$ cat src/rtl/eeprom_cmd_pkg.sv
package eeprom_cmd_pkg;

  typedef enum logic [2:0] {
    ST_IDLE     = 3'd0,
    ST_WR_ADDR  = 3'd1,
    ST_WR_DATA  = 3'd2,
    ST_RD_FETCH = 3'd3,
    ST_RD_SEND  = 3'd4
  } ctl_state_e;

endpackage

$ cat src/rtl/eeprom_array.sv
module eeprom_array #(
  parameter int ADDR_W = 8,
  parameter int DATA_W = 8
) (
  input  logic              clk,
  input  logic              we,
  input  logic [ADDR_W-1:0] waddr,
  input  logic [DATA_W-1:0] wdata,
  input  logic [ADDR_W-1:0] raddr,
  output logic [DATA_W-1:0] rdata_q
);
  localparam int DEPTH = 1 << ADDR_W;

  logic [DATA_W-1:0] cells [DEPTH];

  always_ff @(posedge clk) begin
    if (we) cells[waddr] <= wdata;
    rdata_q <= cells[raddr];
  end
endmodule

$ cat src/rtl/eeprom_page_buf.sv
module eeprom_page_buf #(
  parameter int PAGE_W = 4,
  parameter int DATA_W = 8
) (
  input  logic              clk,
  input  logic              rst_n,
  input  logic              clr,
  input  logic              wr_en,
  input  logic [PAGE_W-1:0] wr_idx,
  input  logic [DATA_W-1:0] wr_data,
  input  logic [PAGE_W-1:0] rd_idx,
  output logic [DATA_W-1:0] rd_data,
  output logic              rd_hit,
  output logic              any_hit
);
  localparam int SLOTS = 1 << PAGE_W;

  logic [DATA_W-1:0] slot_q [SLOTS];
  logic              hit_q  [SLOTS];

  for (genvar g = 0; g < SLOTS; g++) begin : g_slot
    always_ff @(posedge clk) begin
      if (!rst_n) begin
        slot_q[g] <= '0;
        hit_q[g]  <= 1'b0;
      end else if (clr) begin
        hit_q[g]  <= 1'b0;
      end else if (wr_en && (wr_idx == PAGE_W'(g))) begin
        slot_q[g] <= wr_data;
        hit_q[g]  <= 1'b1;
      end
    end
  end

  always_comb begin
    any_hit = 1'b0;
    for (int i = 0; i < SLOTS; i++) any_hit = any_hit | hit_q[i];
  end

  assign rd_data = slot_q[rd_idx];
  assign rd_hit  = hit_q[rd_idx];
endmodule

$ cat src/rtl/eeprom_prog_timer.sv
module eeprom_prog_timer #(
  parameter int PROG_CYCLES = 1000
) (
  input  logic                              clk,
  input  logic                              rst_n,
  input  logic                              start,
  output logic                              busy,
  output logic [$clog2(PROG_CYCLES+1)-1:0]  elapsed
);
  localparam int CNT_W = $clog2(PROG_CYCLES + 1);
  localparam logic [CNT_W-1:0] LAST = CNT_W'(PROG_CYCLES - 1);

  logic [CNT_W-1:0] cnt_q;
  logic             busy_q;

  always_ff @(posedge clk) begin
    if (!rst_n) begin
      cnt_q  <= '0;
      busy_q <= 1'b0;
    end else if (start) begin
      cnt_q  <= '0;
      busy_q <= 1'b1;
    end else if (busy_q) begin
      if (cnt_q == LAST) begin
        busy_q <= 1'b0;
        cnt_q  <= '0;
      end else begin
        cnt_q  <= cnt_q + 1'b1;
      end
    end
  end

  assign busy    = busy_q;
  assign elapsed = cnt_q;
endmodule

$ cat src/rtl/eeprom_cmd_ctrl.sv
module eeprom_cmd_ctrl
  import eeprom_cmd_pkg::*;
#(
  parameter int ADDR_W      = 8,
  parameter int PAGE_W      = 4,
  parameter int DATA_W      = 8,
  parameter int PROG_CYCLES = 1000
) (
  input  logic              clk,
  input  logic              rst_n,
  input  logic              bus_start,
  input  logic              bus_stop,
  input  logic              hdr_valid,
  input  logic              hdr_read,
  input  logic              wp,
  input  logic              wdat_valid,
  output logic              wdat_ready,
  input  logic [DATA_W-1:0] wdat_data,
  output logic              rdat_valid,
  input  logic              rdat_ready,
  output logic [DATA_W-1:0] rdat_data,
  output logic              busy
);
  localparam int PAGE_BYTES = 1 << PAGE_W;
  localparam int ROW_W      = ADDR_W - PAGE_W;
  localparam int CNT_W      = $clog2(PROG_CYCLES + 1);

  ctl_state_e        state_q, state_d;
  logic [ADDR_W-1:0] ptr_q;
  logic [ROW_W-1:0]  row_q;

  logic              wr_fire, rd_fire, hdr_take, commit_go;
  logic              in_data_phase;
  logic              buf_any, buf_hit;
  logic [DATA_W-1:0] buf_byte;
  logic [CNT_W-1:0]  prog_elapsed;
  logic              commit_active;
  logic [PAGE_W-1:0] commit_idx;
  logic              arr_we;
  logic [DATA_W-1:0] arr_q;

  // handshake decode
  assign wr_fire       = wdat_valid && wdat_ready;
  assign rd_fire       = rdat_valid && rdat_ready;
  assign hdr_take      = hdr_valid && !busy;
  assign in_data_phase = (state_q == ST_WR_DATA);
  assign commit_go     = bus_stop && in_data_phase && buf_any && !wp;

  assign wdat_ready = ((state_q == ST_WR_ADDR) || in_data_phase) && !busy;
  assign rdat_valid = (state_q == ST_RD_SEND);
  assign rdat_data  = arr_q;

  // transaction sequencing
  always_comb begin
    state_d = state_q;
    if (bus_start || bus_stop) begin
      state_d = ST_IDLE;
    end else if (hdr_take) begin
      state_d = hdr_read ? ST_RD_FETCH : ST_WR_ADDR;
    end else begin
      unique case (state_q)
        ST_WR_ADDR:  if (wr_fire) state_d = ST_WR_DATA;
        ST_RD_FETCH: state_d = ST_RD_SEND;
        ST_RD_SEND:  if (rd_fire) state_d = ST_RD_FETCH;
        default:     state_d = state_q;
      endcase
    end
  end

  always_ff @(posedge clk) begin
    if (!rst_n) state_q <= ST_IDLE;
    else        state_q <= state_d;
  end

  // address pointer and committed page row
  always_ff @(posedge clk) begin
    if (!rst_n) begin
      ptr_q <= '0;
      row_q <= '0;
    end else if (wr_fire && (state_q == ST_WR_ADDR)) begin
      ptr_q <= wdat_data[ADDR_W-1:0];
    end else if (wr_fire && in_data_phase) begin
      ptr_q[PAGE_W-1:0] <= ptr_q[PAGE_W-1:0] + 1'b1;
      row_q             <= ptr_q[ADDR_W-1:PAGE_W];
    end else if (rd_fire) begin
      ptr_q <= ptr_q + 1'b1;
    end
  end

  eeprom_page_buf #(
    .PAGE_W (PAGE_W),
    .DATA_W (DATA_W)
  ) u_buf (
    .clk     (clk),
    .rst_n   (rst_n),
    .clr     (hdr_take && !hdr_read),
    .wr_en   (wr_fire && in_data_phase),
    .wr_idx  (ptr_q[PAGE_W-1:0]),
    .wr_data (wdat_data),
    .rd_idx  (commit_idx),
    .rd_data (buf_byte),
    .rd_hit  (buf_hit),
    .any_hit (buf_any)
  );

  eeprom_prog_timer #(
    .PROG_CYCLES (PROG_CYCLES)
  ) u_timer (
    .clk     (clk),
    .rst_n   (rst_n),
    .start   (commit_go),
    .busy    (busy),
    .elapsed (prog_elapsed)
  );

  // one buffered slot is moved into the array per clock at the start of the window
  assign commit_active = busy && (prog_elapsed < CNT_W'(PAGE_BYTES));
  assign commit_idx    = prog_elapsed[PAGE_W-1:0];
  assign arr_we        = commit_active && buf_hit;

  eeprom_array #(
    .ADDR_W (ADDR_W),
    .DATA_W (DATA_W)
  ) u_array (
    .clk     (clk),
    .we      (arr_we),
    .waddr   ({row_q, commit_idx}),
    .wdata   (buf_byte),
    .raddr   (ptr_q),
    .rdata_q (arr_q)
  );
endmodule

$ cat config.mk
export PLATFORM = sky130hd
export DESIGN_NAME = eeprom_cmd_ctrl
export DESIGN_NICKNAME = d
export VERILOG_FILES = /design/src/rtl/eeprom_cmd_pkg.sv /design/src/rtl/eeprom_array.sv /design/src/rtl/eeprom_page_buf.sv /design/src/rtl/eeprom_prog_timer.sv /design/src/rtl/eeprom_cmd_ctrl.sv
export SDC_FILE = /design/constraint.sdc
export NUM_CORES = 2
export LEC_CHECK = 0
export BUFFER_PORTS_ARGS = -buffer_cell sky130_fd_sc_hd__buf_4
export CAP_MARGIN = 20
export CORE_MARGIN = 4
export CORE_UTILIZATION = 45
export CTS_CLUSTER_DIAMETER = 80
export DETAILED_ROUTE_END_ITERATION = 10
export HOLD_SLACK_MARGIN = 0.15
export SYNTH_ARGS = -nofsm -noshare
export SYNTH_HDL_FRONTEND = slang
export SYNTH_HIERARCHICAL = 1
export SYNTH_SLANG_ARGS = --single-unit
$ cat constraint.sdc
create_clock -name clk -period 15.42 [get_ports clk]
set_input_delay 4.626 -clock clk [delete_from_list [all_inputs] [get_ports clk]]
set_output_delay 4.626 -clock clk [all_outputs]
set_load 0.01 [all_outputs]
==> flow_summary.yaml <==
layout:
  final.fill_count: 15429
  fin_nets: 4457
  final_cell_count_no_fill: 7146
  areaGrowthSynthToFinish_pct: 10.8
  layout-drive-gt1-share: 0.203
routing:
  postRouteAntennaNets: 0
  routed_via_density: 6.07
  routed-via-count: 43371
  detail_route.drc_violations: 0
  drt_first_iter_violations: 4806
  post_drt_wl_per_cell_microns: 30.0
  first_pass_iters: 5
  routed_wire_length_microns: 214000
setup_path:
  crit-reg2reg-launch: "ptr_q[0]"
  timing.critical_path.slowest_stage_cell: "sky130_fd_sc_hd__nor4b_1"
  reg2regPathDepth: 9
  crit_arrival_ns: 7.16
  critical_path_buf_inv_count: 2
  critical_path.max_stage_delay_ns: 0.93
  cp_cell_sequence: "buf_4, nand3_1, clkinv_1, nor4b_1, nand3_1, nand2_1"
  critical_path_class: "in -> reg"
  critPathRequiredTime_ns: 15.92
  critical-path-top-cell-by-count: "sky130_fd_sc_hd__nand3_1"
  worstSetupEndpointType: "flip-flop"
  worst_path_dominant_cell_family: "simple AND/OR/NAND/NOR gates"
  worst_r2r_endpoint: "u_array/rdata_q[1]"
  cp-start-kind: "input port"
  rrSetupSlack_ns: 9.85
  critPathMaxFanout: 12
clock_tree:
  clock_latency_ns: 0.86
  postCtsResizedCells: 0
  htreeDepth: 4
  cts_buffers: 219
  cts_hold_buf: 0
  cts_tree: "done"
  postCtsSetupBuffers: 0
  numClockSinks: 2226
  max-clock-path-buffers: 3
  clk_pin_slew_worst_paths_ns: 0.06
  buffer_cell_driving_the_clock_tree_root: "sky130_fd_sc_hd__clkbuf_16"
timing:
  setup_viol_count_final: 0
  holdWs_ns: 0.490
  final_critical_path_setup_slack_ns: 8.77
  unrepaired_setup_endpoints_after_global_routing: "no"
  finalMaxSlewViolations: 0
  final.setup_skew_ns: 0.0500
  fin_setup_tns_ns: 0
  max_freq_mhz: 150
  finalWorstPathRequiredPeriod_ns: 6.65
  worst_pin_slew_ns: 1.36
  relSlewSlack: 0.0956
  hold_violations: 0
  final.period_utilization: 0.431
power_and_ir_drop:
  p_leak_nw: 29.1
  swShare: 0.207
  pwr-share-seq: 0.552
  power.density_cell_area_nw_per_um2: 124
  p_clk_frac: 0.421
  power_frac_comb: 0.028
  cellInternalPower_mw: 9.57
  switchingPower_mw: 2.50
  power.ir.vdd_worst_mv: 0.103
global_route:
  global_route_wire_length_before_repair_microns: 311000
  first_global_vias: 43496
  globalRouteOverflowTotal: 0
  overall_global_routing_usage: 0.211
  grt_start_max_net_pins: 193
  antenna_found_initial: 9
synthesis:
  postSynthNetCount: 4393
  netlist_instances: 4374
  async_reset_ff_frac: 0
  yosys.area_share.simple: 0.0402
  count_leader_synth: "sky130_fd_sc_hd__edfxtp_1"
  postSynthAreaPerCell_sq_um: 20.0
  share_of_the_synthesized_area_in_compound_gates_ao_oa_aoi_oai: 0.0359
  synth.yosys.seq_area_share: 0.760
  synth_flop_cell: "sky130_fd_sc_hd__edfxtp_1"
  synth-edff-count: 2191
  synth_top_cell_area_share: 0.752
  synth_cell_type_count: 81
  synth.area.mux_share: 0.144
  post_synth_fa_ha_maj_area_fraction: 0.000286
  netlist_area_sq_um: 87500
  synth-seq-cells: 2226
  ys_warn_count: 6
  post-synth-top-area-cell: "sky130_fd_sc_hd__edfxtp_1"
  main_combinational_cell_family_by_area_after_synthesis: "multiplexers"
  synthTopCellsByCount: "sky130_fd_sc_hd__edfxtp_1, sky130_fd_sc_hd__mux4_2, sky130_fd_sc_hd__nor2_1, sky130_fd_sc_hd__a22oi_1, sky130_fd_sc_hd__mux2i_1"
  synth_xor_area_frac: 0.000400
  yosys-top-cells-area: "sky130_fd_sc_hd__edfxtp_1, sky130_fd_sc_hd__mux4_2, sky130_fd_sc_hd__nor2_1"
worst_hold_path:
  min_path_type: "reg -> reg"
  cells_on_worst_hold_path: 2
  min_from: "ptr_q[7]"
  hold_end: "row_q[3]"
floorplan:
  die_width_microns: 449
  die-height_microns: 449
  io-pin-count: 28
  initial_core_util: 0.454
  placeableCoreArea_sq_um: 193000
  die-area_sq_um: 202000
  row_count: 161
placed_design:
  dp_hpwl_microns: 129000
  dpl.cell_count: 6739
  dp_worst_setup_slack_ns: 8.02
  place.gp.congestion: 0.864
  port_buffers: 27
run_status:
  result_of_the_run: "complete, no violations"
run:
  drv_cap: 0
metal layers:
layer  vias up  GRT usage  routed length (microns)
met1     23172      0.297                    87700
li1      18180          -                        -
met3       313     0.0360                    15500
met2      1704      0.341                   106000
met4         2     0.0605                     5570
met5         -          0                       13
power by group through the flow:
stage	clock network, mW	logic (mW)	registers [mW]
after global placement	0	0.331	6.79
after global routing	5.44	0.357	6.66
final	5.08	0.334	6.66
after detailed placement	0	0.337	6.79
after floorplan	0	0.238	6.80
after CTS	5.17	0.337	6.66
metrics by stage:
step	power (mW)	utilization	instance area (sq um)
3_5_place_dp	7.12	0.467	90000
3_3_place_gp	7.12	0.466	90000
4_1_cts	12.2	0.502	96900
2_1_floorplan	7.04	-	87500
5_1_grt	12.5	0.503	97000
6_report	12.1	0.503	97000
layout make-up:
class	count	area [sq um]	area share
sequential	2226	66500	0.686
multi-input combinational	1861	19400	0.200
clock buffer	264	5650	0.0582
tap	2526	3160	0.0326
clock inverter	133	1170	0.0121
timing repair buffer	123	1040	0.0107
inverter	7	26.3	0.000271
antenna	6	15.0	0.000155
worst reg2reg max path, cell delays in order, from the launching register on:
cell and delay [ns]:
sky130_fd_sc_hd__dfxtp_4 0.84, sky130_fd_sc_hd__buf_4 0.74, sky130_fd_sc_hd__buf_12 0.64, sky130_fd_sc_hd__buf_4 0.68, sky130_fd_sc_hd__buf_4 0.72, sky130_fd_sc_hd__mux4_2 0.61, sky130_fd_sc_hd__mux4_2 0.52, sky130_fd_sc_hd__nor2b_1 0.17
sky130_fd_sc_hd__nor4_1 0.40, sky130_fd_sc_hd__nor4_1 0.12
cells by family (layout without fill, tap and decap cells):
| family | Yosys count | in the layout |
|---|---|---|
| other cells | 0 | 6 |
| flops | 2226 | 2226 |
| compound gates | 446 | 446 |
| mux | 633 | 633 |
| simple gates | 776 | 776 |
| xor+xnor | 4 | 4 |
| buf+inv | 287 | 527 |
| fa+ha+maj | 2 | 2 |
how the worst max path moves through the flow:
stage	slack, ns	cells past startpoint	endpoint	from
after floorplan	9.11	6	u_buf/slot_q[6][0]	wdat_valid
after global placement	8.08	6	u_buf/slot_q[6][0]	wdat_valid
after detailed placement	8.02	6	u_buf/slot_q[6][4]	wdat_valid
after CTS	8.88	3	wdat_ready	state_q[0]
after global routing	8.64	6	u_buf/slot_q[6][4]	wdat_valid
final	8.77	6	u_buf/slot_q[6][2]	wdat_valid
sequential cells by signal (all words and copies together), names as in the netlist:
register / flops
u_buf/slot_q: 128
row_q: 4
u_timer/elapsed: 10
u_array/cells: 2048
u_array/rdata_q: 8
state_q: 3
u_timer/busy: 1
ptr_q: 8
u_buf/hit_q: 16
cell usage in the layout, fill, tap and decap left out, types with 5 or more instances in the layout:
master                      instances
sky130_fd_sc_hd__o221ai_1          46
sky130_fd_sc_hd__nand3b_1           6
sky130_fd_sc_hd__clkinv_1          64
sky130_fd_sc_hd__mux2i_1          138
sky130_fd_sc_hd__nor4_1            26
sky130_fd_sc_hd__clkinv_2          38
sky130_fd_sc_hd__nor3_1            28
sky130_fd_sc_hd__a31oi_1            5
sky130_fd_sc_hd__nand2b_1          14
sky130_fd_sc_hd__clkbuf_16        219
sky130_fd_sc_hd__nor4_2             5
sky130_fd_sc_hd__bufinv_16         11
sky130_fd_sc_hd__nor2_1           426
sky130_fd_sc_hd__nand2_4            8
sky130_fd_sc_hd__inv_1              5
sky130_fd_sc_hd__buf_4            115
sky130_fd_sc_hd__nand4_1           15
sky130_fd_sc_hd__clkbuf_1          45
sky130_fd_sc_hd__or2_2              5
sky130_fd_sc_hd__nand3_1           48
sky130_fd_sc_hd__dfxtp_1           27
sky130_fd_sc_hd__a221oi_1          13
sky130_fd_sc_hd__a22o_1             9
sky130_fd_sc_hd__a21oi_1          109
sky130_fd_sc_hd__o22ai_1           34
sky130_fd_sc_hd__inv_16             5
sky130_fd_sc_hd__edfxtp_1        2191
sky130_fd_sc_hd__o211ai_1          12
sky130_fd_sc_hd__nand2_1          106
sky130_fd_sc_hd__mux4_1            18
sky130_fd_sc_hd__nor2b_1           37
sky130_fd_sc_hd__o22a_1             5
sky130_fd_sc_hd__a211oi_1          16
sky130_fd_sc_hd__diode_2            6
sky130_fd_sc_hd__clkinv_16          7
sky130_fd_sc_hd__o21ai_0           13
sky130_fd_sc_hd__a22oi_1          152
sky130_fd_sc_hd__and2_1            19
sky130_fd_sc_hd__mux4_2           473
Power figures use the tool's default switching activity.
